## src/rtl/trig_cap_pkg.sv

```systemverilog
package trig_cap_pkg;
  localparam int SMP_W = 16;

  typedef enum logic [2:0] {
    ST_IDLE,
    ST_WAIT,
    ST_SAMPLE,
    ST_DONE,
    ST_ERR
  } cap_state_e;

  typedef struct packed {
    logic             start;
    logic [SMP_W-1:0] mask;
    logic [SMP_W-1:0] value;
  } stage_t;
endpackage

```

## src/rtl/trig_stage_bank.sv

```systemverilog
module trig_stage_bank
  import trig_cap_pkg::*;
#(
  parameter int NSTG = 4,
  localparam int IW = $clog2(NSTG)
) (
  input  logic             clk_i,
  input  logic             rst_ni,
  input  logic             clear_i,
  input  logic             we_i,
  input  logic [IW-1:0]    sel_i,
  input  logic [SMP_W-1:0] mask_i,
  input  logic [SMP_W-1:0] value_i,
  input  logic             start_i,
  output stage_t           stg_o [NSTG]
);
  for (genvar g = 0; g < NSTG; g++) begin : g_stage
    always_ff @(posedge clk_i or negedge rst_ni) begin
      if (!rst_ni) begin
        stg_o[g] <= '0;
      end else if (clear_i) begin
        stg_o[g] <= '0;
      end else if (we_i && sel_i == IW'(g)) begin
        stg_o[g] <= '{start: start_i, mask: mask_i, value: value_i};
      end
    end
  end
endmodule

```

## src/rtl/trig_seq.sv

```systemverilog
module trig_seq
  import trig_cap_pkg::*;
#(
  parameter int NSTG = 4,
  localparam int IW = $clog2(NSTG)
) (
  input  logic             clk_i,
  input  logic             rst_ni,
  input  logic             arm_i,
  input  logic             arm_wide_i,
  input  logic             wide_i,
  input  logic             step_i,
  input  logic [SMP_W-1:0] smp_i,
  input  stage_t           stg_i [NSTG],
  output logic             wait_ok_o,
  output logic             fire_o
);
  logic [IW-1:0]    idx_q, cur;
  logic [SMP_W-1:0] cmp_m, arm_m, or_mask;
  logic             go, hit, any_start;

  assign cmp_m = wide_i ? '1 : SMP_W'(8'hff);
  assign arm_m = arm_wide_i ? '1 : SMP_W'(8'hff);

  always_comb begin
    or_mask   = '0;
    any_start = 1'b0;
    for (int k = 0; k < NSTG; k++) begin
      or_mask   = or_mask | stg_i[k].mask;
      any_start = any_start | stg_i[k].start;
    end
  end
  assign wait_ok_o = any_start && ((or_mask & arm_m) != '0);

  // walk matching stage plus any all-zero successors within one sample
  always_comb begin
    cur = idx_q;
    hit = 1'b0;
    go  = ((smp_i & stg_i[idx_q].mask & cmp_m) == (stg_i[idx_q].value & cmp_m));
    for (int k = 0; k < NSTG; k++) begin
      if (go) begin
        if (stg_i[cur].start) begin
          hit = 1'b1;
          go  = 1'b0;
        end else if (cur == IW'(NSTG - 1)) begin
          go = 1'b0;
        end else begin
          cur = cur + 1'b1;
          if (((stg_i[cur].mask | stg_i[cur].value) & cmp_m) != '0) go = 1'b0;
        end
      end
    end
  end

  assign fire_o = step_i && hit;

  always_ff @(posedge clk_i or negedge rst_ni) begin
    if (!rst_ni)                idx_q <= '0;
    else if (arm_i)             idx_q <= '0;
    else if (step_i && !hit)    idx_q <= cur;
  end
endmodule

```

## src/rtl/cap_ctrl.sv

```systemverilog
module cap_ctrl
  import trig_cap_pkg::*;
#(
  parameter int DEPTH = 1024,
  parameter int CNT_W = 16,
  localparam int AW = $clog2(DEPTH)
) (
  input  logic             clk_i,
  input  logic             rst_ni,
  input  logic             arm_i,
  input  logic             finish_i,
  input  logic             stop_i,
  input  logic             clear_i,
  input  logic             wide_i,
  input  logic             valid_i,
  input  logic             ready_i,
  input  logic             fire_i,
  input  logic             wait_ok_i,
  input  logic [CNT_W-1:0] read_cnt_i,
  input  logic [CNT_W-1:0] delay_cnt_i,
  output cap_state_e       state_o,
  output logic             wide_o,
  output logic             we_o,
  output logic             step_o,
  output logic [AW-1:0]    addr_o,
  output logic [AW-1:0]    rd_start_o,
  output logic             overrun_o
);
  cap_state_e       state_q;
  logic [AW-1:0]    wptr_q, rd_start_q;
  logic [CNT_W-1:0] pre_q, delay_q, remain_q;
  logic             wide_q, ovr_q, capturing, cmd, ovr_ev;

  assign capturing = (state_q == ST_WAIT) || (state_q == ST_SAMPLE);
  assign cmd       = stop_i || clear_i || arm_i || finish_i;
  assign we_o      = capturing && valid_i && ready_i && !cmd;
  assign ovr_ev    = capturing && valid_i && !ready_i && !cmd;
  assign step_o    = we_o && (state_q == ST_WAIT);

  always_ff @(posedge clk_i or negedge rst_ni) begin
    if (!rst_ni) begin
      state_q    <= ST_IDLE;
      wptr_q     <= '0;
      rd_start_q <= '0;
      pre_q      <= '0;
      delay_q    <= '0;
      remain_q   <= '0;
      wide_q     <= 1'b1;
      ovr_q      <= 1'b0;
    end else if (stop_i || clear_i) begin
      state_q <= ST_IDLE;
      ovr_q   <= 1'b0;
    end else if (arm_i) begin
      wptr_q     <= '0;
      rd_start_q <= '0;
      ovr_q      <= 1'b0;
      wide_q     <= wide_i;
      delay_q    <= delay_cnt_i;
      pre_q      <= (read_cnt_i > delay_cnt_i) ? read_cnt_i - delay_cnt_i : '0;
      remain_q   <= read_cnt_i;
      if (wait_ok_i)               state_q <= ST_WAIT;
      else if (read_cnt_i == '0)   state_q <= ST_DONE;
      else                         state_q <= ST_SAMPLE;
    end else if (finish_i && capturing) begin
      state_q <= ST_DONE;
    end else if (ovr_ev) begin
      state_q <= ST_ERR;
      ovr_q   <= 1'b1;
    end else if (we_o) begin
      wptr_q <= wptr_q + 1'b1;
      if (state_q == ST_WAIT) begin
        if (fire_i) begin
          rd_start_q <= wptr_q + AW'(1) - pre_q[AW-1:0];
          remain_q   <= delay_q;
          state_q    <= (delay_q == '0) ? ST_DONE : ST_SAMPLE;
        end
      end else begin
        remain_q <= remain_q - 1'b1;
        if (remain_q == CNT_W'(1)) state_q <= ST_DONE;
      end
    end
  end

  assign state_o    = state_q;
  assign wide_o     = wide_q;
  assign addr_o     = wptr_q;
  assign rd_start_o = rd_start_q;
  assign overrun_o  = ovr_q;
endmodule

```

## src/rtl/trig_capture.sv

```systemverilog
module trig_capture
  import trig_cap_pkg::*;
#(
  parameter int NUM_STAGES = 4,
  parameter int DEPTH      = 1024,
  parameter int CNT_W      = 16,
  localparam int AW = $clog2(DEPTH),
  localparam int SW = $clog2(NUM_STAGES)
) (
  input  logic             clk_i,
  input  logic             rst_ni,
  input  logic [15:0]      smp_i,
  input  logic             smp_valid_i,
  input  logic             wide_i,
  input  logic             stg_we_i,
  input  logic [SW-1:0]    stg_sel_i,
  input  logic [15:0]      stg_mask_i,
  input  logic [15:0]      stg_value_i,
  input  logic             stg_start_i,
  input  logic [CNT_W-1:0] read_cnt_i,
  input  logic [CNT_W-1:0] delay_cnt_i,
  input  logic             arm_i,
  input  logic             finish_i,
  input  logic             stop_i,
  input  logic             clear_i,
  input  logic             mem_ready_i,
  output logic             mem_we_o,
  output logic [AW-1:0]    mem_addr_o,
  output logic [15:0]      mem_data_o,
  output logic             done_o,
  output logic [AW-1:0]    rd_start_o,
  output logic             overrun_o
);
  stage_t     stg [NUM_STAGES];
  cap_state_e state;
  logic       wide_q, step, fire, wait_ok;

  trig_stage_bank #(.NSTG(NUM_STAGES)) bank_i (
    .clk_i, .rst_ni, .clear_i,
    .we_i(stg_we_i), .sel_i(stg_sel_i), .mask_i(stg_mask_i),
    .value_i(stg_value_i), .start_i(stg_start_i), .stg_o(stg)
  );

  trig_seq #(.NSTG(NUM_STAGES)) seq_i (
    .clk_i, .rst_ni, .arm_i, .arm_wide_i(wide_i), .wide_i(wide_q),
    .step_i(step), .smp_i, .stg_i(stg), .wait_ok_o(wait_ok), .fire_o(fire)
  );

  cap_ctrl #(.DEPTH(DEPTH), .CNT_W(CNT_W)) ctrl_i (
    .clk_i, .rst_ni, .arm_i, .finish_i, .stop_i, .clear_i, .wide_i,
    .valid_i(smp_valid_i), .ready_i(mem_ready_i), .fire_i(fire),
    .wait_ok_i(wait_ok), .read_cnt_i, .delay_cnt_i,
    .state_o(state), .wide_o(wide_q), .we_o(mem_we_o), .step_o(step),
    .addr_o(mem_addr_o), .rd_start_o, .overrun_o
  );

  assign mem_data_o = wide_q ? smp_i : {8'h00, smp_i[7:0]};
  assign done_o     = (state == ST_DONE);
endmodule

```

## config.mk

```make
export PLATFORM = sky130hd
export DESIGN_NAME = trig_capture
export DESIGN_NICKNAME = d
export VERILOG_FILES = /design/src/rtl/trig_cap_pkg.sv /design/src/rtl/trig_stage_bank.sv /design/src/rtl/trig_seq.sv /design/src/rtl/cap_ctrl.sv /design/src/rtl/trig_capture.sv
export SDC_FILE = /design/constraint.sdc
export NUM_CORES = 1
export LEC_CHECK = 0
export ABC_AREA = 1
export CELL_PAD_IN_SITES_DETAIL_PLACEMENT = 1
export CELL_PAD_IN_SITES_GLOBAL_PLACEMENT = 1
export CORE_MARGIN = 1
export CORE_UTILIZATION = 45
export DETAILED_ROUTE_END_ITERATION = 10
export GPL_TIMING_DRIVEN = 0
export HOLD_SLACK_MARGIN = 0.06
export PLACE_DENSITY_LB_ADDON = 0.1
export SYNTH_ARGS = -nofsm -noshare
export SYNTH_HDL_FRONTEND = slang
export SYNTH_HIERARCHICAL = 1
export SYNTH_SLANG_ARGS = --single-unit
```

## constraint.sdc

```tcl
create_clock -name clk_i -period 9.2 [get_ports clk_i]
set_input_delay 1.38 -clock clk_i [delete_from_list [all_inputs] [get_ports clk_i]]
set_output_delay 1.38 -clock clk_i [all_outputs]
set_load 0.02 [all_outputs]
```

======== After elaboration in Yosys (flattened, before gate mapping) ========
Cells that the tools add are included.
cells by class
  eq/ne operators ......................... 17
  reductions and logical operators ........ 45
  multiplexer cells ....................... 98
  magnitude comparators ................... 8
  $add $sub $neg .......................... 8
  bitwise gates (word level) .............. 24
operators by type and width
  kind                                                                     number
  33-bit two-way mux                                                       16
  33-bit binary-select mux with 2-bit select                               7
  32-bit two-way mux                                                       6
  16-bit two-way mux                                                       9
  16-bit AND                                                               7
  10-bit two-way mux                                                       11
  16-bit OR                                                                6
  16-bit nonzero test                                                      4
  16-bit logical NOT                                                       2
  2-bit two-way mux                                                        14
  3-bit two-way mux                                                        9
  1-bit two-way mux                                                        26
  3-bit >= comparator (second input constant)                              7
  2-bit NOT with 3-bit output                                              7
  10-bit subtractor                                                        2
  16-bit by 1-bit equality test with 1-bit output (second input constant)  1
  16-bit equality test                                                     1
  16-bit > comparator                                                      1
  2-bit nonzero test                                                       8
  16-bit by 1-bit subtractor with 16-bit output (second input constant)    1
  1-bit logical AND                                                        14
  2-bit equality test (second input constant)                              6
  10-bit by 1-bit adder with 10-bit output (second input constant)         1
  2-bit by 1-bit adder with 2-bit output (second input constant)           4
  19 further kinds                                                         30
word-level totals
  logic and storage cells ................. 221
  input bits .............................. 93
  bits in registers ....................... 201
  output and inout port bits .............. 39

======== Depth between registers and ports, before layout ========
Gate-level depths: netlist of the first run.
  word-level depth ........................ 35
  gate-level depth with buffers ........... 40
  depth with buffers taken out ............ 38

======== Cells and area by module ========
Netlist of the first run, hierarchy kept.
modules (own cells, without submodules)
  module           cells each  area each (µm²)  times used  seq. area each (µm²)
  trig_stage_bank  657         5615.4           1           3303.2
  cap_ctrl         726         4941.0           1           1677.9
  trig_seq         647         3031.7           1           50.0
  trig_capture     27          132.6            1           0.0

======== Least setup slack after synthesis of the first run ========
Ideal clock, no wire load.
  kind .................................... input -> register
  start point ............................. in smp_i[4]
  end point ............................... reg ctrl_i.remain_q[8]
  data required time ...................... 9.074 ns
  stages on the path ...................... 32
  buffers on the path ..................... 2
  slack ................................... 4.719 ns
  setup time .............................. 0.126 ns
  arrival ................................. 4.355 ns
  path through ............................ nand2_1 > nand2_1 > nand2_1 > nor2_1 > nand2_1 > nor2_4 > nand2_4 > nand2_2 > nand2_2 > buf_6 > ha_1 > inv_1 > o211ai_1 > nand3_1 > nand3_1 > nor2_4 > nand3_2 > nand2_1 > nand3_1 > nand2_1 > nand2_1 > nand2_1 > nand2_1 > a21boi_1 > inv_1 > nand2_1 > nor2_1 > nor2_1 > nand3_1 > nor2_4 > buf_6 > o21ai_0
on the way
  word-level cells in the longest chain between the ends .. 26
  elaborated cells between the ends (all ways) .. 59
  classes of those cells .................. 2 x add/sub; 4 x eq/ne; 38 x mux; 11 x bitwise; 4 x reduce/logical
RTL lines
  what                                                                                                                    RTL line                        source
  start: declaration                                                                                                      trig_capture.sv:12              input logic [15:0] smp_i,
  16-bit AND * (2 in a row)                                                                                               trig_seq.sv:39                  go = ((smp_i & stg_i[idx_q].mask & cmp_m) == (stg_i[idx_q].value & cmp_m));
  16-bit equality test *                                                                                                  trig_seq.sv:39
  2-bit two-way mux                                                                                                       trig_seq.sv:41                  if (go) begin
  2-bit by 1-bit adder with 2-bit output / 2-bit NOT with 3-bit output (equally long branches)                            trig_seq.sv:48, trig_seq.sv:42
  2-bit NOT with 3-bit output (not written as such) / 33-bit binary-select mux with 2-bit select (equally long branches)  trig_seq.sv:49, trig_seq.sv:42
  33-bit binary-select mux with 2-bit select / 33-bit two-way mux (equally long branches)                                 trig_seq.sv:49, trig_seq.sv:42
  32-bit two-way mux (not written as such) / 33-bit two-way mux (equally long branches)                                   trig_seq.sv:49, trig_seq.sv:42
  32-bit two-way mux (not written as such) / 2-bit two-way mux (equally long branches)                                    trig_seq.sv:49, trig_seq.sv:42
  (+10 left out)                                                                                                          -
  33-bit two-way mux (not written as such) / 1-bit two-way mux (equally long branches)                                    trig_seq.sv:42, trig_seq.sv:45
  33-bit two-way mux (not written as such) / 1-bit two-way mux (equally long branches)                                    trig_seq.sv:42                  if (stg_i[cur].start) begin
  1-bit two-way mux, on equally long branches                                                                             trig_seq.sv:42, trig_seq.sv:41
  1-bit two-way mux *                                                                                                     trig_seq.sv:41
  1-bit logical AND *                                                                                                     trig_seq.sv:55                  assign fire_o = step_i && hit;
  via fire                                                                                                                trig_capture.sv:36              logic wide_q, step, fire, wait_ok;
  3-bit by 2-bit inequality test with 1-bit output (no line) *                                                            -
  5-bit AND reduction (no line) *                                                                                         -
  end signal: assignment                                                                                                  cap_ctrl.sv:60                  remain_q <= read_cnt_i;
  end signal: assignment                                                                                                  cap_ctrl.sv:74                  remain_q <= delay_q;
  end signal: assignment                                                                                                  cap_ctrl.sv:78                  remain_q <= remain_q - 1'b1;
  end: declaration                                                                                                        cap_ctrl.sv:31                  logic [CNT_W-1:0] pre_q, delay_q, remain_q;
Mark *: on every way through the listed nets, which the timed path passes. The rest lies on a longest branch. The select of a mux whose other input is x is not followed.
A chain may end at the register's enable or synchronous reset.

======== Final worst setup path of the first run ========
  start point ............................. reg seq_i.idx_q[0]
  end point ............................... reg ctrl_i.remain_q[12]
on the way
  word-level cells in the longest chain between the ends .. 30
  elaborated cells between the ends (all ways) .. 79
  classes of those cells .................. 3 x add/sub; 5 x eq/ne; 50 x mux; 16 x bitwise; 5 x reduce/logical
RTL lines
  what                                                                                                                    RTL line                        source
  start: declaration                                                                                                      trig_seq.sv:18                  logic [IW-1:0] idx_q, cur;
  start signal: assignment                                                                                                trig_seq.sv:60                  else if (step_i && !hit) idx_q <= cur;
  2-bit NOT with 3-bit output (not written as such)                                                                       trig_seq.sv:39, trig_seq.sv:42
  33-bit binary-select mux with 2-bit select                                                                              trig_seq.sv:39, trig_seq.sv:42
  33-bit two-way mux (not written as such) (2 in a row)                                                                   trig_seq.sv:39
  16-bit AND (2 in a row)                                                                                                 trig_seq.sv:39
  16-bit equality test                                                                                                    trig_seq.sv:39
  2-bit two-way mux                                                                                                       trig_seq.sv:41
  2-bit by 1-bit adder with 2-bit output / 2-bit NOT with 3-bit output (equally long branches)                            trig_seq.sv:48, trig_seq.sv:42
  2-bit NOT with 3-bit output (not written as such) / 33-bit binary-select mux with 2-bit select (equally long branches)  trig_seq.sv:49, trig_seq.sv:42
  (+13 left out)                                                                                                          -
  33-bit two-way mux (not written as such) / 1-bit two-way mux (equally long branches)                                    trig_seq.sv:42, trig_seq.sv:45
  33-bit two-way mux (not written as such) / 1-bit two-way mux (equally long branches)                                    trig_seq.sv:42
  1-bit two-way mux, on equally long branches                                                                             trig_seq.sv:42, trig_seq.sv:41
  1-bit two-way mux *                                                                                                     trig_seq.sv:41
  1-bit logical AND *                                                                                                     trig_seq.sv:55
  via fire                                                                                                                trig_capture.sv:36
  3-bit by 2-bit inequality test with 1-bit output (no line) *                                                            -
  5-bit AND reduction (no line) *                                                                                         -
Marks and branches as above.

==> run metrics, run 1 <==
status=finished, final reports clean; die width=177 um; Post-synth EDFFs=0; clk buf depth=3; WL/cell=20.7 um; clock root cell=clkbuf_16; Initial Util=46.0%; clock-pin slew on the worst setup and hold paths=0.06 ns; final worst setup slack=3.77 ns; gpl congestion=0.945; CP max FO=10; Peak VDD IR=0.129 mV; synthesized area per cell=6.67 um2; worst setup skew after layout=0.0324 ns; Synth Cell Area=13700 um2; initial antenna violation count=0; Area contributors post-synth=dfrtp_1, nand2_1, nand3_1; Setup violations, final=0; Post-synth top flop=dfrtp_1; vias per cell=5.62; syn_nets=2186; minimum clock period=5.43 ns; Inserted Diodes=0; Yosys top cell area share=36.5%; count leader, synth=nand2_1; clk_lat worst skew=0.57 ns; Layout Utilization=54.8%; Final Cycle Share=59.0%; Critical Path Source Type=register; post-CTS setup buffer count=0; die area=31200 um2; Critical Path AT=5.86 ns; Leakage=8.74 nW; Core ar.=29800 um2; Post-Place Cells=2577; Final Hold Vio Count=0; Data required, critical path=9.63 ns; DRT iter0 DRCs=844; Crit Path Class=reg2reg; fin. max-slew vios=0; flops & latches, synth=201; largest net degree at the start of global routing=114; cts bufs inserted=25; number of port buffers=129; # resized after CTS=0; pre-CTS WS=3.33 ns; Peak Freq=184 MHz; post-synthesis sequential area ratio=36.7%; # Max-Cap Violations=0; YS warnings=6; Worst slew margin=22.6%; layout cells sized above 1=7.71%; CTS tree=yes; row count=63; Die H=177 um; total track usage=35.4%; Finished Layout Cells=2620; Post-route DRC=0; Pwr Total=3.40 mW; worst hold-check path type=reg2reg; DR pass1 iterations=5; io pins=132; RSZ-0062 raised after global routing=false; first-pass GRT wire length=84900 um; asr flop ratio synth=100%; vias in the first global route=15400; CTS H-tree depth=1; WL final=54300 um; Vias=14700; DP HPWL=42100 um; most used cell, CP=nand2_1; Overflow after GRT=0; Least-Margin Pin Slew=1.15 ns; Netlist cell types=49; nets=2343; hold_buf cts=0; crit-path max cell delay=0.59 ns; worst hold slack=0.474 ns; slowest cell on the critical path=clkbuf_1; Synth area leader=dfrtp_1; post-route ant nets=0; Clock Sinks=201; power density over cell area=208 nW/um2; area added between synthesis and finish=18.9%; Synth top cells by count=nand2_1, nand3_1, inv_1; Mapped Cells=2057; CP Capture Type=register
==> routing by layer <==
metal  vias to the layer above  share of wire (%)  GRT usage [%]
met1                      7189                 41           42.4
met5                         -                  0              0
met3                       164                5.3           4.23
met2                       486                 49           62.8
li1                       6885                  -              -
met4                         0                5.3           16.8
==> through the flow <==
step / TNS (ns) / area [um2]
after global placement: -414.64 / 15500
after CTS: 0 / 16300
after floorplan: 0 / 13700
final: 0 / 16300
after global routing: 0 / 16300
after detailed placement: 0 / 15500
==> final timing paths <==
kind                                      start                    to  slack, ns  cells past startpoint
hold reg to reg            ctrl_i/rd_start_o[5]  ctrl_i/rd_start_o[5]       0.47                      2
setup reg to reg                 seq_i/idx_q[0]   ctrl_i/remain_q[12]       3.77                     35
min in group asynchronous                rst_ni    ctrl_i/delay_q[15]       0.86                      1
setup / recovery                 seq_i/idx_q[0]   ctrl_i/remain_q[12]       3.77                     35
hold / removal             ctrl_i/rd_start_o[5]  ctrl_i/rd_start_o[5]       0.47                      2
max in group asynchronous                rst_ni       bank_i/stg_o[5]       7.26                      2
==> report_power, final <==
group	switching, mW	total [mW]	internal [mW]	leakage, nW
Clock	0.415	0.964	0.549	0.386
Combinational	0.927	1.39	0.466	5.67
Sequential	0.0851	1.05	0.960	2.69
Total	1.43	3.40	1.98	8.74
==> area by class of cell <==
class,instances,area (um2)
tap,390,488
inverter,259,977
clock buffer,35,723
timing repair buffer,130,1320
sequential,201,5030
buffer,97,552
multi-input combinational,1500,7160
clock inverter,8,63.8
fill,3990,13500
==> cell families after synthesis <==
| logic type | Yosys count | share of synthesized area [%] |
|---|---|---|
| mux | 1 | 0.0730 |
| buf+inv | 356 | 11.1 |
| fa+ha+maj | 36 | 3.39 |
| xor+xnor | 16 | 1.02 |
| compound gates | 128 | 5.23 |
| flops | 201 | 36.7 |
| simple gates | 1319 | 42.5 |
==> worst max-delay path: cells and delay by family (launching register included) <==
family                     cells  cell delay (ns)
DFF                            1             0.46
and+or+nand+nor               27             3.18
AOI/OAI and AO/OA              2             0.29
adders and majority gates      1             0.31
buffers and inverters          5             1.04
==> state kept, by name, indices dropped and copies added (netlist names) <==
| name | flops |
|---|---|
| bank_i/stg_o | 132 |
| ctrl_i/addr_o | 10 |
| ctrl_i/delay_q | 16 |
| ctrl_i/overrun_o | 1 |
| ctrl_i/pre_q | 10 |
| ctrl_i/rd_start_o | 10 |
| ctrl_i/remain_q | 16 |
| ctrl_i/state_o | 3 |
| ctrl_i/wide_o | 1 |
| seq_i/idx_q | 2 |
==> cell usage in the layout (no fill, tap or decap), drive strengths merged, types with 34 or more instances in the layout <==
| master | n |
|---|---|
| o21ai | 67 |
| clkdlybuf4s50 | 128 |
| ha | 34 |
| buf | 78 |
| nand3 | 357 |
| inv | 258 |
| nor2 | 163 |
| clkbuf | 56 |
| dfrtp | 200 |
| nand2 | 721 |
Note: power is estimated with default switching activity, not from simulation.
==> run 2, diff against run 1 <==
- CORE_UTILIZATION: 45 -> 38
- clock period: 9.2 -> 4.59 ns (I/O delays scaled with it)
==> run 2 against run 1 <==
Net effect:
- the flow now finishes with violations (negative setup slack)
- combinational power rose to 2.7 times the previous value
- worst setup slack lost 4.2 ns
- cell count is 4.8% higher
- clock skew down 0.015 ns
- core utilization fell by 4.9 points
- total power increased by 140%
- via count grew 0.19%
==> run metrics, run 2 (synthesis results as in run 1) <==
status=finished with violations (was finished, final reports clean); failing checks=negative setup slack; final worst setup slack=-0.422 ns (was 3.77 ns); Most Crowded Layer GR=met2 (unchanged); Critical Path AT=5.50 ns (was 5.86 ns); area added between synthesis and finish=29.3% (was 18.9%); RSZ-0062 raised after global routing=true (was false); layout cells sized above 1=13.7% (was 7.71%); pre-CTS WS=-0.743 ns (was 3.33 ns); total track usage=31.3% (was 35.4%); clk_lat worst skew=0.56 ns (was 0.57 ns); most frequent cells in the layout=nand2_1, nand3_1, inv_1 (unchanged); Fillers=4564 (was 3990); slowest cell on the critical path=dfrtp_2 (was clkbuf_1); Clock Sinks=201 (unchanged); number of port buffers=129 (unchanged); Post-Place Cells=2648 (was 2577); post-route ant nets=0 (unchanged); initial antenna violation count=0 (unchanged); largest net degree at the start of global routing=103 (was 114); Die H=192 um (was 177 um); nets=2395 (was 2343); Inserted Diodes=0 (unchanged); # Max-Cap Violations=0 (unchanged); clk buf depth=3 (unchanged); final setup TNS=-10.55 ns (was 0 ns); CP max FO=7 (was 10); Core ar.=35600 um2 (was 29800 um2); Largest register FFs=132 (unchanged); Vias=14800 (was 14700); worst reg2reg path depth=35 (unchanged); Final Cycle Share=109% (was 59.0%); met1 Usage GRT=38.1% (was 42.4%); fin. max-slew vios=0 (unchanged); GR Util met3=4.44% (was 4.23%); GRT met2 Usage=55.5% (was 62.8%); DP HPWL=42600 um (was 42100 um); io pins=132 (unchanged); Peak VDD IR=0.276 mV (was 0.129 mV); vias in the first global route=15300 (was 15400); cts bufs inserted=25 (unchanged); CTS H-tree depth=1 (unchanged); Critical Path Source Type=register (unchanged); minimum clock period=5.01 ns (was 5.43 ns); clock root cell=clkbuf_16 (unchanged); post-route cell area=17700 um2 (was 16300 um2); Setup violations, final=31 (was 0); row count=69 (was 63); Final Hold Vio Count=0 (unchanged); WL/cell=21.2 um (was 20.7 um); die width=192 um (was 177 um); Largest Register=bank_i/stg_o (unchanged); gpl congestion=0.950 (was 0.945); Overflow after GRT=0 (unchanged); Layout Utilization=49.9% (was 54.8%); first-pass GRT wire length=87700 um (was 84900 um); vias per cell=5.37 (was 5.62); Peak Freq=200 MHz (was 184 MHz); Least-Margin Pin Slew=0.888 ns (was 1.15 ns); R2R Path Start=seq_i/idx_q[0] (unchanged); Worst R2R End=ctrl_i/remain_q[15] (was ctrl_i/remain_q[12]); Post-route DRC=0 (unchanged); Worst slew margin=40.8% (was 22.6%); power density over cell area=468 nW/um2 (was 208 nW/um2); Finished Layout Cells=2745 (was 2620); clock-pin slew on the worst setup and hold paths=0.06 ns (about the same); Leakage=9.25 nW (was 8.74 nW); most used cell, CP=nand2_2 (was nand2_1); crit-path max cell delay=0.47 ns (was 0.59 ns); Area after DPL=15600 um2 (was 15500 um2); worst hold slack=0.155 ns (was 0.474 ns); WL final=58100 um (was 54300 um); largest registers=bank_i/stg_o: 132 flops, ctrl_i/delay_q: 16 flops, ctrl_i/remain_q: 16 flops (unchanged); CP Capture Type=register (unchanged); CTS tree=yes (unchanged); Initial Util=38.6% (was 46.0%); worst setup skew after layout=0.0178 ns (was 0.0324 ns); leading cell type in the layout, fill and taps excluded=nand2_1 (unchanged); DRT iter0 DRCs=916 (was 844); Pwr Total=8.31 mW (was 3.40 mW); Data required, critical path=5.07 ns (was 9.63 ns); flop2flop setup slack=-0.42 ns (was 3.77 ns); Crit Path Class=reg2reg (unchanged); DR pass1 iterations=5 (unchanged); die area=36900 um2 (was 31200 um2); worst hold-check path type=in2async (was reg2reg)
[run 2: changes by cell type in the layout (fill, tap and decap cells not counted), sizes merged]
| cell | change |
|---|---|
| buf | +50 |
| clkinv | -1 |
| clkbuf | -2 |
| bufinv | +8 |
| clkinvlp | -1 |
[run 2: layout make-up]
type | instances | area [um2] | area share [%]
clock buffers | 31 | 698 | 3.93
inverters | 259 | 995 | 5.61
multi-input cells | 1500 | 7650 | 43.1
clock inverters | 14 | 284 | 1.60
well taps | 461 | 577 | 3.25
flip-flops and latches | 201 | 5030 | 28.4
plain buffers | 97 | 684 | 3.86
repair buffers | 182 | 1820 | 10.3
[run 2: layer usage]
layer,share of wire (%),wire length (um)
met5,0,0
met4,4.0,2320
met3,4.9,2830
met2,49,28500
met1,42,24500
[run 2: repair_timing]
item | in CTS | in global routing
resized for setup | 106 | 68
pin swaps | 50 | 53
buffers inserted | 30 | 19
endpoints found under the setup margin | 29 | 31
hold buffers | 0 | 0
cloned | 5 | 1
[run 2: how the worst max path moves through the flow]
stage                   startpoint  cells after the start                   to  slack [ns]
detailed placement  seq_i/idx_q[0]                     39  ctrl_i/remain_q[15]       -0.74
floorplan           seq_i/idx_q[0]                     36   ctrl_i/remain_q[8]        0.55
finish              seq_i/idx_q[0]                     35  ctrl_i/remain_q[15]       -0.42
global route        seq_i/idx_q[0]                     35  ctrl_i/remain_q[15]       -0.66
CTS                 seq_i/idx_q[0]                     39  ctrl_i/remain_q[15]       -0.33
global placement            rst_ni                      1     bank_i/stg_o[37]       -6.26
[run 2: where the power goes]
part,internal (mW),total (mW),leakage [nW],switching [mW]
Combinational,1.48,3.80,6.08,2.32
Clock,1.53,2.40,0.479,0.875
Sequential,1.92,2.10,2.69,0.179
[run 2: worst max-delay path: cells and delay by family (launching register included)]
kind	cells	cell delay, ns
flip-flops	1	0.47
AO/OA/AOI/OAI	2	0.30
AND/OR/NAND/NOR	23	2.72
buffers and inverters	10	1.41
